## config.mk

```make
export PLATFORM = sky130hd
export DESIGN_NAME = irq_qualifier
export DESIGN_NICKNAME = d
export VERILOG_FILES = /design/src/rtl/irq_qual_pkg.sv /design/src/rtl/gen_src.sv /design/src/rtl/dma_src.sv /design/src/rtl/irq_gate.sv /design/src/rtl/irq_qualifier.sv
export SDC_FILE = /design/constraint.sdc
export NUM_CORES = 1
export LEC_CHECK = 0
export ABC_AREA = 1
export BUFFER_PORTS_ARGS = -buffer_cell sky130_fd_sc_hd__buf_2
export CAP_MARGIN = 10
export CORE_MARGIN = 2
export CORE_UTILIZATION = 35
export DETAILED_ROUTE_END_ITERATION = 10
export HOLD_SLACK_MARGIN = 0.05
export MAX_ROUTING_LAYER = met4
export PLACE_DENSITY_LB_ADDON = 0.15
export REMOVE_ABC_BUFFERS = 1
export SLEW_MARGIN = 25
export SYNTH_ARGS = -nofsm -noshare
export SYNTH_HDL_FRONTEND = slang
export SYNTH_HIERARCHICAL = 1
export SYNTH_SLANG_ARGS = --single-unit
```

## constraint.sdc

```tcl
create_clock -name clk -period 1.1 [get_ports clk]
set_input_delay 0.055 -clock clk [delete_from_list [all_inputs] [get_ports clk]]
set_output_delay 0.055 -clock clk [all_outputs]
set_load 0.005 [all_outputs]
```

## src/rtl/irq_qual_pkg.sv

```systemverilog
package irq_qual_pkg;
  // Cause bit positions handed to the exception unit; the class field (6:2) stays zero.
  localparam int CAUSE_W       = 32;
  localparam int CAUSE_GEN_BIT = 10;
  localparam int CAUSE_DMA_BIT = 11;

  typedef struct packed {
    logic ie;
    logic eie;
    logic exl;
    logic erl;
    logic gen_en;
    logic dma_en;
  } stat_ctl_t;
endpackage

```

## src/rtl/gen_src.sv

```systemverilog
module gen_src #(
  parameter int W = 16
) (
  input  logic         clk,
  input  logic         rst,
  input  logic [W-1:0] raise_i,
  input  logic         clr_we_i,
  input  logic         mask_we_i,
  input  logic [W-1:0] wdata_i,
  output logic [W-1:0] stat_o,
  output logic [W-1:0] mask_o,
  output logic         pend_o
);
  logic [W-1:0] stat_q;
  logic [W-1:0] mask_q;

  for (genvar i = 0; i < W; i++) begin : g_bit
    always_ff @(posedge clk) begin
      if (rst)
        stat_q[i] <= 1'b0;
      else if (raise_i[i])
        stat_q[i] <= 1'b1;
      else if (clr_we_i && wdata_i[i])
        stat_q[i] <= 1'b0;
    end
  end

  always_ff @(posedge clk) begin
    if (rst)
      mask_q <= '0;
    else if (mask_we_i)
      mask_q <= wdata_i;
  end

  assign stat_o = stat_q;
  assign mask_o = mask_q;
  assign pend_o = |(stat_q & mask_q);

  assert_raise_sets_R2: assert property (@(posedge clk) disable iff (rst)
    1'b1 |=> ((stat_q & $past(raise_i)) == $past(raise_i)));

  assert_mask_write_R3: assert property (@(posedge clk) disable iff (rst)
    mask_we_i |=> (mask_q == $past(wdata_i)));
endmodule

```

## src/rtl/dma_src.sv

```systemverilog
module dma_src #(
  parameter int HALF      = 16,
  parameter int FORCE_BIT = 15,
  localparam int WW       = 2 * HALF
) (
  input  logic            clk,
  input  logic            rst,
  input  logic [HALF-1:0] raise_i,
  input  logic            we_i,
  input  logic [WW-1:0]   wdata_i,
  output logic [WW-1:0]   word_o,
  output logic            pend_o
);
  logic [HALF-1:0] stat_q;
  logic [HALF-1:0] mask_q;

  for (genvar i = 0; i < HALF; i++) begin : g_bit
    always_ff @(posedge clk) begin
      if (rst)
        stat_q[i] <= 1'b0;
      else if (raise_i[i])
        stat_q[i] <= 1'b1;
      else if (we_i && wdata_i[i])
        stat_q[i] <= 1'b0;
    end
  end

  always_ff @(posedge clk) begin
    if (rst)
      mask_q <= '0;
    else if (we_i)
      mask_q <= wdata_i[WW-1:HALF];
  end

  assign word_o = {mask_q, stat_q};
  assign pend_o = (|(stat_q & mask_q)) | stat_q[FORCE_BIT];

  assert_mask_half_R4: assert property (@(posedge clk) disable iff (rst)
    we_i |=> (word_o[WW-1:HALF] == $past(wdata_i[WW-1:HALF])));

  assert_raise_sets_R4: assert property (@(posedge clk) disable iff (rst)
    1'b1 |=> ((word_o[HALF-1:0] & $past(raise_i)) == $past(raise_i)));
endmodule

```

## src/rtl/irq_gate.sv

```systemverilog
module irq_gate
  import irq_qual_pkg::*;
#(
  parameter int DELAY = 4,
  localparam int CNT_W = $clog2(DELAY + 1)
) (
  input  logic               clk,
  input  logic               rst,
  input  stat_ctl_t          ctl_i,
  input  logic               gen_pend_i,
  input  logic               dma_pend_i,
  output logic               irq_req_o,
  output logic [CAUSE_W-1:0] cause_o,
  output logic               kick_o
);
  logic               glob_ok;
  logic               gen_q_c;
  logic               dma_q_c;
  logic               qual_c;
  logic [CAUSE_W-1:0] cause_c;
  logic [CNT_W-1:0]   cnt_q;

  assign glob_ok = ctl_i.ie && ctl_i.eie && !ctl_i.exl && !ctl_i.erl;
  assign gen_q_c = glob_ok && ctl_i.gen_en && gen_pend_i;
  assign dma_q_c = glob_ok && ctl_i.dma_en && dma_pend_i;
  assign qual_c  = gen_q_c || dma_q_c;

  always_comb begin
    cause_c = '0;
    cause_c[CAUSE_GEN_BIT] = gen_q_c;
    cause_c[CAUSE_DMA_BIT] = dma_q_c;
  end

  always_ff @(posedge clk) begin
    if (rst) begin
      irq_req_o <= 1'b0;
      cause_o   <= '0;
    end else begin
      irq_req_o <= qual_c;
      cause_o   <= cause_c;
    end
  end

  // Deferred event check: loads on a fresh qualification, fires when the count runs out.
  always_ff @(posedge clk) begin
    if (rst) begin
      cnt_q  <= '0;
      kick_o <= 1'b0;
    end else begin
      kick_o <= 1'b0;
      if (qual_c && !irq_req_o) begin
        cnt_q <= CNT_W'(DELAY);
      end else if (cnt_q != '0) begin
        cnt_q  <= cnt_q - 1'b1;
        kick_o <= (cnt_q == CNT_W'(1));
      end
    end
  end

  assert_exl_blocks_R9: assert property (@(posedge clk) disable iff (rst)
    ctl_i.exl |=> !irq_req_o);

  assert_global_gate_R7: assert property (@(posedge clk) disable iff (rst)
    irq_req_o |-> $past(ctl_i.ie && ctl_i.eie && !ctl_i.erl));

  assert_gen_cause_R8: assert property (@(posedge clk) disable iff (rst)
    cause_o[CAUSE_GEN_BIT] |-> $past(gen_pend_i && ctl_i.gen_en));

  assert_dma_cause_R8: assert property (@(posedge clk) disable iff (rst)
    cause_o[CAUSE_DMA_BIT] |-> $past(dma_pend_i && ctl_i.dma_en));

  assert_kick_single_R10: assert property (@(posedge clk) disable iff (rst)
    kick_o |=> !kick_o);
endmodule

```

## src/rtl/irq_qualifier.sv

```systemverilog
module irq_qualifier
  import irq_qual_pkg::*;
#(
  parameter int GEN_W     = 16,
  parameter int DMA_HALF  = 16,
  parameter int FORCE_BIT = 15,
  parameter int DELAY     = 4
) (
  input  logic                  clk,
  input  logic                  rst,
  input  logic                  st_ie,
  input  logic                  st_eie,
  input  logic                  st_exl,
  input  logic                  st_erl,
  input  logic                  st_gen_en,
  input  logic                  st_dma_en,
  input  logic [GEN_W-1:0]      gen_raise,
  input  logic                  gen_clr_we,
  input  logic                  gen_mask_we,
  input  logic [GEN_W-1:0]      gen_wdata,
  input  logic [DMA_HALF-1:0]   dma_raise,
  input  logic                  dma_we,
  input  logic [2*DMA_HALF-1:0] dma_wdata,
  output logic [GEN_W-1:0]      gen_stat,
  output logic [GEN_W-1:0]      gen_mask,
  output logic [2*DMA_HALF-1:0] dma_word,
  output logic                  irq_req,
  output logic [CAUSE_W-1:0]    cause_mask,
  output logic                  event_kick
);
  stat_ctl_t ctl;
  logic      gen_pend;
  logic      dma_pend;

  assign ctl = '{ie: st_ie, eie: st_eie, exl: st_exl, erl: st_erl,
                 gen_en: st_gen_en, dma_en: st_dma_en};

  gen_src #(.W(GEN_W)) u_gen (
    .clk(clk), .rst(rst), .raise_i(gen_raise), .clr_we_i(gen_clr_we),
    .mask_we_i(gen_mask_we), .wdata_i(gen_wdata),
    .stat_o(gen_stat), .mask_o(gen_mask), .pend_o(gen_pend)
  );

  dma_src #(.HALF(DMA_HALF), .FORCE_BIT(FORCE_BIT)) u_dma (
    .clk(clk), .rst(rst), .raise_i(dma_raise), .we_i(dma_we),
    .wdata_i(dma_wdata), .word_o(dma_word), .pend_o(dma_pend)
  );

  irq_gate #(.DELAY(DELAY)) u_gate (
    .clk(clk), .rst(rst), .ctl_i(ctl), .gen_pend_i(gen_pend),
    .dma_pend_i(dma_pend), .irq_req_o(irq_req), .cause_o(cause_mask),
    .kick_o(event_kick)
  );
endmodule

```

==> impl_metrics.toml <==
[power]
net-switching-power_uw = 1810
comb_power_share_pct = 23.6
p_total_uw = 6710
max-vdd-ir-drop_mv = 0.614
power_per_cell_area_nw_per_um2 = 1230
p_int_uw = 4900
swShare_pct = 27.0
power.share.clock_pct = 33.3
pwr-share-seq_pct = 43.1
power_leakage_uw = 0.00288

[timing]
timing_max_transition_violations_final = 0
setup_slack_ns = -0.140
finClkSkew_ns = 0.00766
grt_setup_unrepaired = "yes"
timing.final.setup_violations = 7
fmax_ghz = 0.807
finalHoldViolCount = 0
period_share_pct = 113
timing.final.crit_period_ns = 1.24

[global_routing]
grt_start_max_net_pins = 37
overflow = 0
gr-usage-all-layers_pct = 20.2
vias_in_the_first_global_route = 3511
grt_first_pass_wirelength_mm = 15.7
grt_antenna_before_repair = 0

[logic_synthesis]
post-synth-top-area-fraction_pct = 44.7
syn-instance-count = 420
synthesis.area_per_instance_um2 = 7.58
synthDistinctLibCells = 24
ys_warn_count = 6
yosys.area.top_type = "sky130_fd_sc_hd__dfxtp_1"
yosys-mux-area-fraction_pct = 0
synth_top_cells_by_count = "sky130_fd_sc_hd__nand2_1 (128), sky130_fd_sc_hd__dfxtp_1 (71), sky130_fd_sc_hd__a21oi_1 (48)"
synth_compound_gate_area_share_pct = 15.7
synth_top_cells_by_area = "sky130_fd_sc_hd__dfxtp_1 (45%), sky130_fd_sc_hd__nand2_1 (15%), sky130_fd_sc_hd__a21oi_1 (7.6%), sky130_fd_sc_hd__buf_4 (7.6%), sky130_fd_sc_hd__inv_1 (5.0%)"
synth.ff_latch_count = 71
synth_fa_ha_area_share_pct = 1.18
synth_edf_count = 0
synth_flop_cell = "sky130_fd_sc_hd__dfxtp_1"
synth_top_family_by_area = "simple AND/OR/NAND/NOR gates"
synth_async_sr_flop_share_pct = 0
synth-xor-area-share_pct = 0.275
netlist_area_pre_place_um2 = 3180
synth_seq_area_share_pct = 44.7
synth.most_common_cell = "sky130_fd_sc_hd__nand2_1"
post_synth_and_or_nand_nor_area_fraction_pct = 21.2

[setup_path]
crit_path_arrival_time_ns = 1.52
worstSetupStartpointType = "register"
crit_path_end = "u_gate/irq_req_o"
critPathKind = "register to register"
critical_path_required_ns = 1.38
r2r-end = "u_gate/irq_req_o"
setup.worst_path.start = "u_gen/stat_o[13]"
rrSetupSlack_ns = -0.14
cp_slowest_cell = "sky130_fd_sc_hd__dfxtp_1"
worst_r2r_startpoint = "u_gen/stat_o[13]"
worst_path_largest_cell_delay_ns = 0.34
endpoint_kind = "register"
crit_path_cell_trace = "nand2_1 -> nand2_1 -> inv_2 -> nand2_1 -> nor2_1 -> nand2_1 -> nand2_1 -> inv_2 -> nand3_2 -> buf_4 -> buf_6 -> a21oi_2"
cp_common_cell = "sky130_fd_sc_hd__nand2_1"
reg2regPathDepth = 12
max_fo_critical_path = 2

[cells_and_area]
instances_no_fill = 835
area.growth.synth_to_final_pct = 71.9
fin_nets = 817
antennaDiodeCount = 0
finalInstanceArea_um2 = 5470
num-fill-cells = 730
layout-drive-gt1-share_pct = 41.1
finish.utilization_pct = 62.4

[clock_network]
clock_path_buffers = 2
tritoncts = "yes"
ctsRootBufferMaster = "sky130_fd_sc_hd__clkbuf_8"
later_pin_clock_latency_in_the_skew_report_ns = 0.34
clock-sinks = 71
clk_transition_reported_paths_ns = 0.08
htree_levels = 3
tritoncts.num_buffers = 9

[run_status]
failed_checks = "negative setup slack"
outcome = "finished with violations"

[flow_run]
maxCapViolCount = 0

[placed_design]
dp.final_hpwl_mm = 6.46
placer_congestion_estimate = 0.770
dpl_cell_area_um2 = 4380
placed_cells_incl_taps = 737
portBuffers = 158

[floorplanning]
dieHeight_um = 99.3
floorplan.initialDensity_pct = 36.3
die-area_um2 = 9870
io_pins = 189
core_um2 = 8760
chipWidth_um = 99.3
rows = 34

[routing]
drtAntennaViolNets = 0
post_drt_wl_per_cell_um = 12.0
routed-via-count = 3601
detail_route.vias_per_cell = 4.31
drt_pre_antenna_iters = 4
initialDrtViolationCount = 78
drc_errors = 0
finalWirelength_mm = 9.98

[worst_hold_path]
worst_min_delay_path_class = "input pin to register"
-- registers in the layout, indices dropped and copies added (netlist names) --
signal            cells
u_gate/cause_o        2
u_dma/mask_q         16
u_gen/mask_o         16
u_gen/stat_o         16
u_dma/word_o         16
u_gate/irq_req_o      1
u_gate/cnt_q          3
u_gate/kick_o         1
-- critical path, delay by kind of cell (launching register included) --
family                 cells  cell delay [ns]
and+or+nand+nor            7             0.41
buffers and inverters      4             0.34
DFF                        1             0.34
AOI/OAI and AO/OA          1             0.09
-- metrics by stage --
stage               hold WS (ns)  setup slack (ns)  TNS, ns
detailed placement         0.269            -0.176   -0.861
global placement           0.258            -0.132   -0.724
floorplan                  0.117           -0.0478   -0.154
finish                    0.0983            -0.140   -0.702
global route               0.104            -0.260    -1.59
CTS                       0.0830            -0.162   -0.678
-- layout by cell type (no fill, tap or decap) --
cell type	synthesis	routed
sky130_fd_sc_hd__nand2_1	128	128
sky130_fd_sc_hd__a21oi_1	48	46
sky130_fd_sc_hd__clkbuf_8	0	9
sky130_fd_sc_hd__inv_1	42	39
sky130_fd_sc_hd__buf_6	6	1
sky130_fd_sc_hd__nor2_2	1	2
sky130_fd_sc_hd__o21ai_1	1	1
sky130_fd_sc_hd__nand4_1	1	1
sky130_fd_sc_hd__a211oi_2	9	9
sky130_fd_sc_hd__clkinvlp_4	0	1
sky130_fd_sc_hd__nor2_1	42	41
sky130_fd_sc_hd__inv_6	1	1
sky130_fd_sc_hd__inv_2	1	4
sky130_fd_sc_hd__xor2_1	1	1
sky130_fd_sc_hd__clkinv_2	0	2
sky130_fd_sc_hd__dfxtp_1	71	46
sky130_fd_sc_hd__dlygate4sd3_1	0	81
sky130_fd_sc_hd__dfxtp_2	0	25
sky130_fd_sc_hd__a21oi_2	10	12
sky130_fd_sc_hd__nand3_2	0	2
sky130_fd_sc_hd__conb_1	1	30
sky130_fd_sc_hd__clkinv_4	0	1
sky130_fd_sc_hd__buf_4	32	66
sky130_fd_sc_hd__buf_12	1	2
sky130_fd_sc_hd__ha_1	3	3
sky130_fd_sc_hd__buf_2	4	158
sky130_fd_sc_hd__o21ai_0	11	11
sky130_fd_sc_hd__nand2_2	2	2
sky130_fd_sc_hd__bufinv_16	0	2
-- power by group through the flow --
| stage | sequential (uW) | combinational, uW | clock [uW] |
|---|---|---|---|
| after floorplan | 2970 | 549 | 0 |
| after global placement | 2930 | 1310 | 0 |
| after detailed placement | 2940 | 1330 | 0 |
| after CTS | 2890 | 1570 | 2300 |
| after global routing | 2920 | 1760 | 2400 |
| final | 2890 | 1580 | 2230 |
-- kinds of logic after synthesis --
logic type,Yosys count
other,1
DFF,71
xor gates and xnor gates,1
adders and majority gates,3
and+or+nand+nor,176
buffers and inverters,89
AOI/OAI and AO/OA,79
-- worst min-delay path by stage --
stage / startpoint / cells after the start / slack [ns] / endpoint
4_1_cts: st_erl / 5 / 0.08 / u_gate/cause_o[11]
6_report: st_exl / 5 / 0.1 / u_gate/cause_o[11]
3_5_place_dp: gen_raise[2] / 3 / 0.27 / u_gen/stat_o[2]
3_3_place_gp: gen_raise[2] / 3 / 0.26 / u_gen/stat_o[2]
5_1_grt: st_erl / 5 / 0.10 / u_gate/cause_o[11]
2_1_floorplan: rst / 1 / 0.12 / u_dma/mask_q[12]
-- final cells by class --
type | count | area, um^2 | share of cell area [%]
timing repair buffer | 308 | 2150 | 39.3
sequential | 71 | 1450 | 26.6
multi-input combinational | 289 | 1350 | 24.7
inverter | 44 | 170 | 3.11
tap | 108 | 135 | 2.47
clock buffer | 9 | 124 | 2.26
clock inverter | 6 | 86.3 | 1.58
-- repair_timing --
action / CTS / global route
hold buffers: 81 / 0
buffers inserted: 1 / 1
pin swaps: 15 / 9
endpoints found under the setup margin: 7 / 7
resized for setup: 15 / 19
cloned: 0 / 0
endpoints found under the hold margin: 64 / 0
-- metal layers --
| layer | GRT usage [%] | share of wire [%] | up-vias |
|---|---|---|---|
| li1 | - | - | 1851 |
| met1 | 23.5 | 43 | 1604 |
| met2 | 35.4 | 49 | 136 |
| met3 | 3.79 | 7.2 | 10 |
| met4 | 5.90 | 0.96 | 0 |
| met5 | - | 0 | - |
Note: power is estimated with default switching activity, not from simulation.
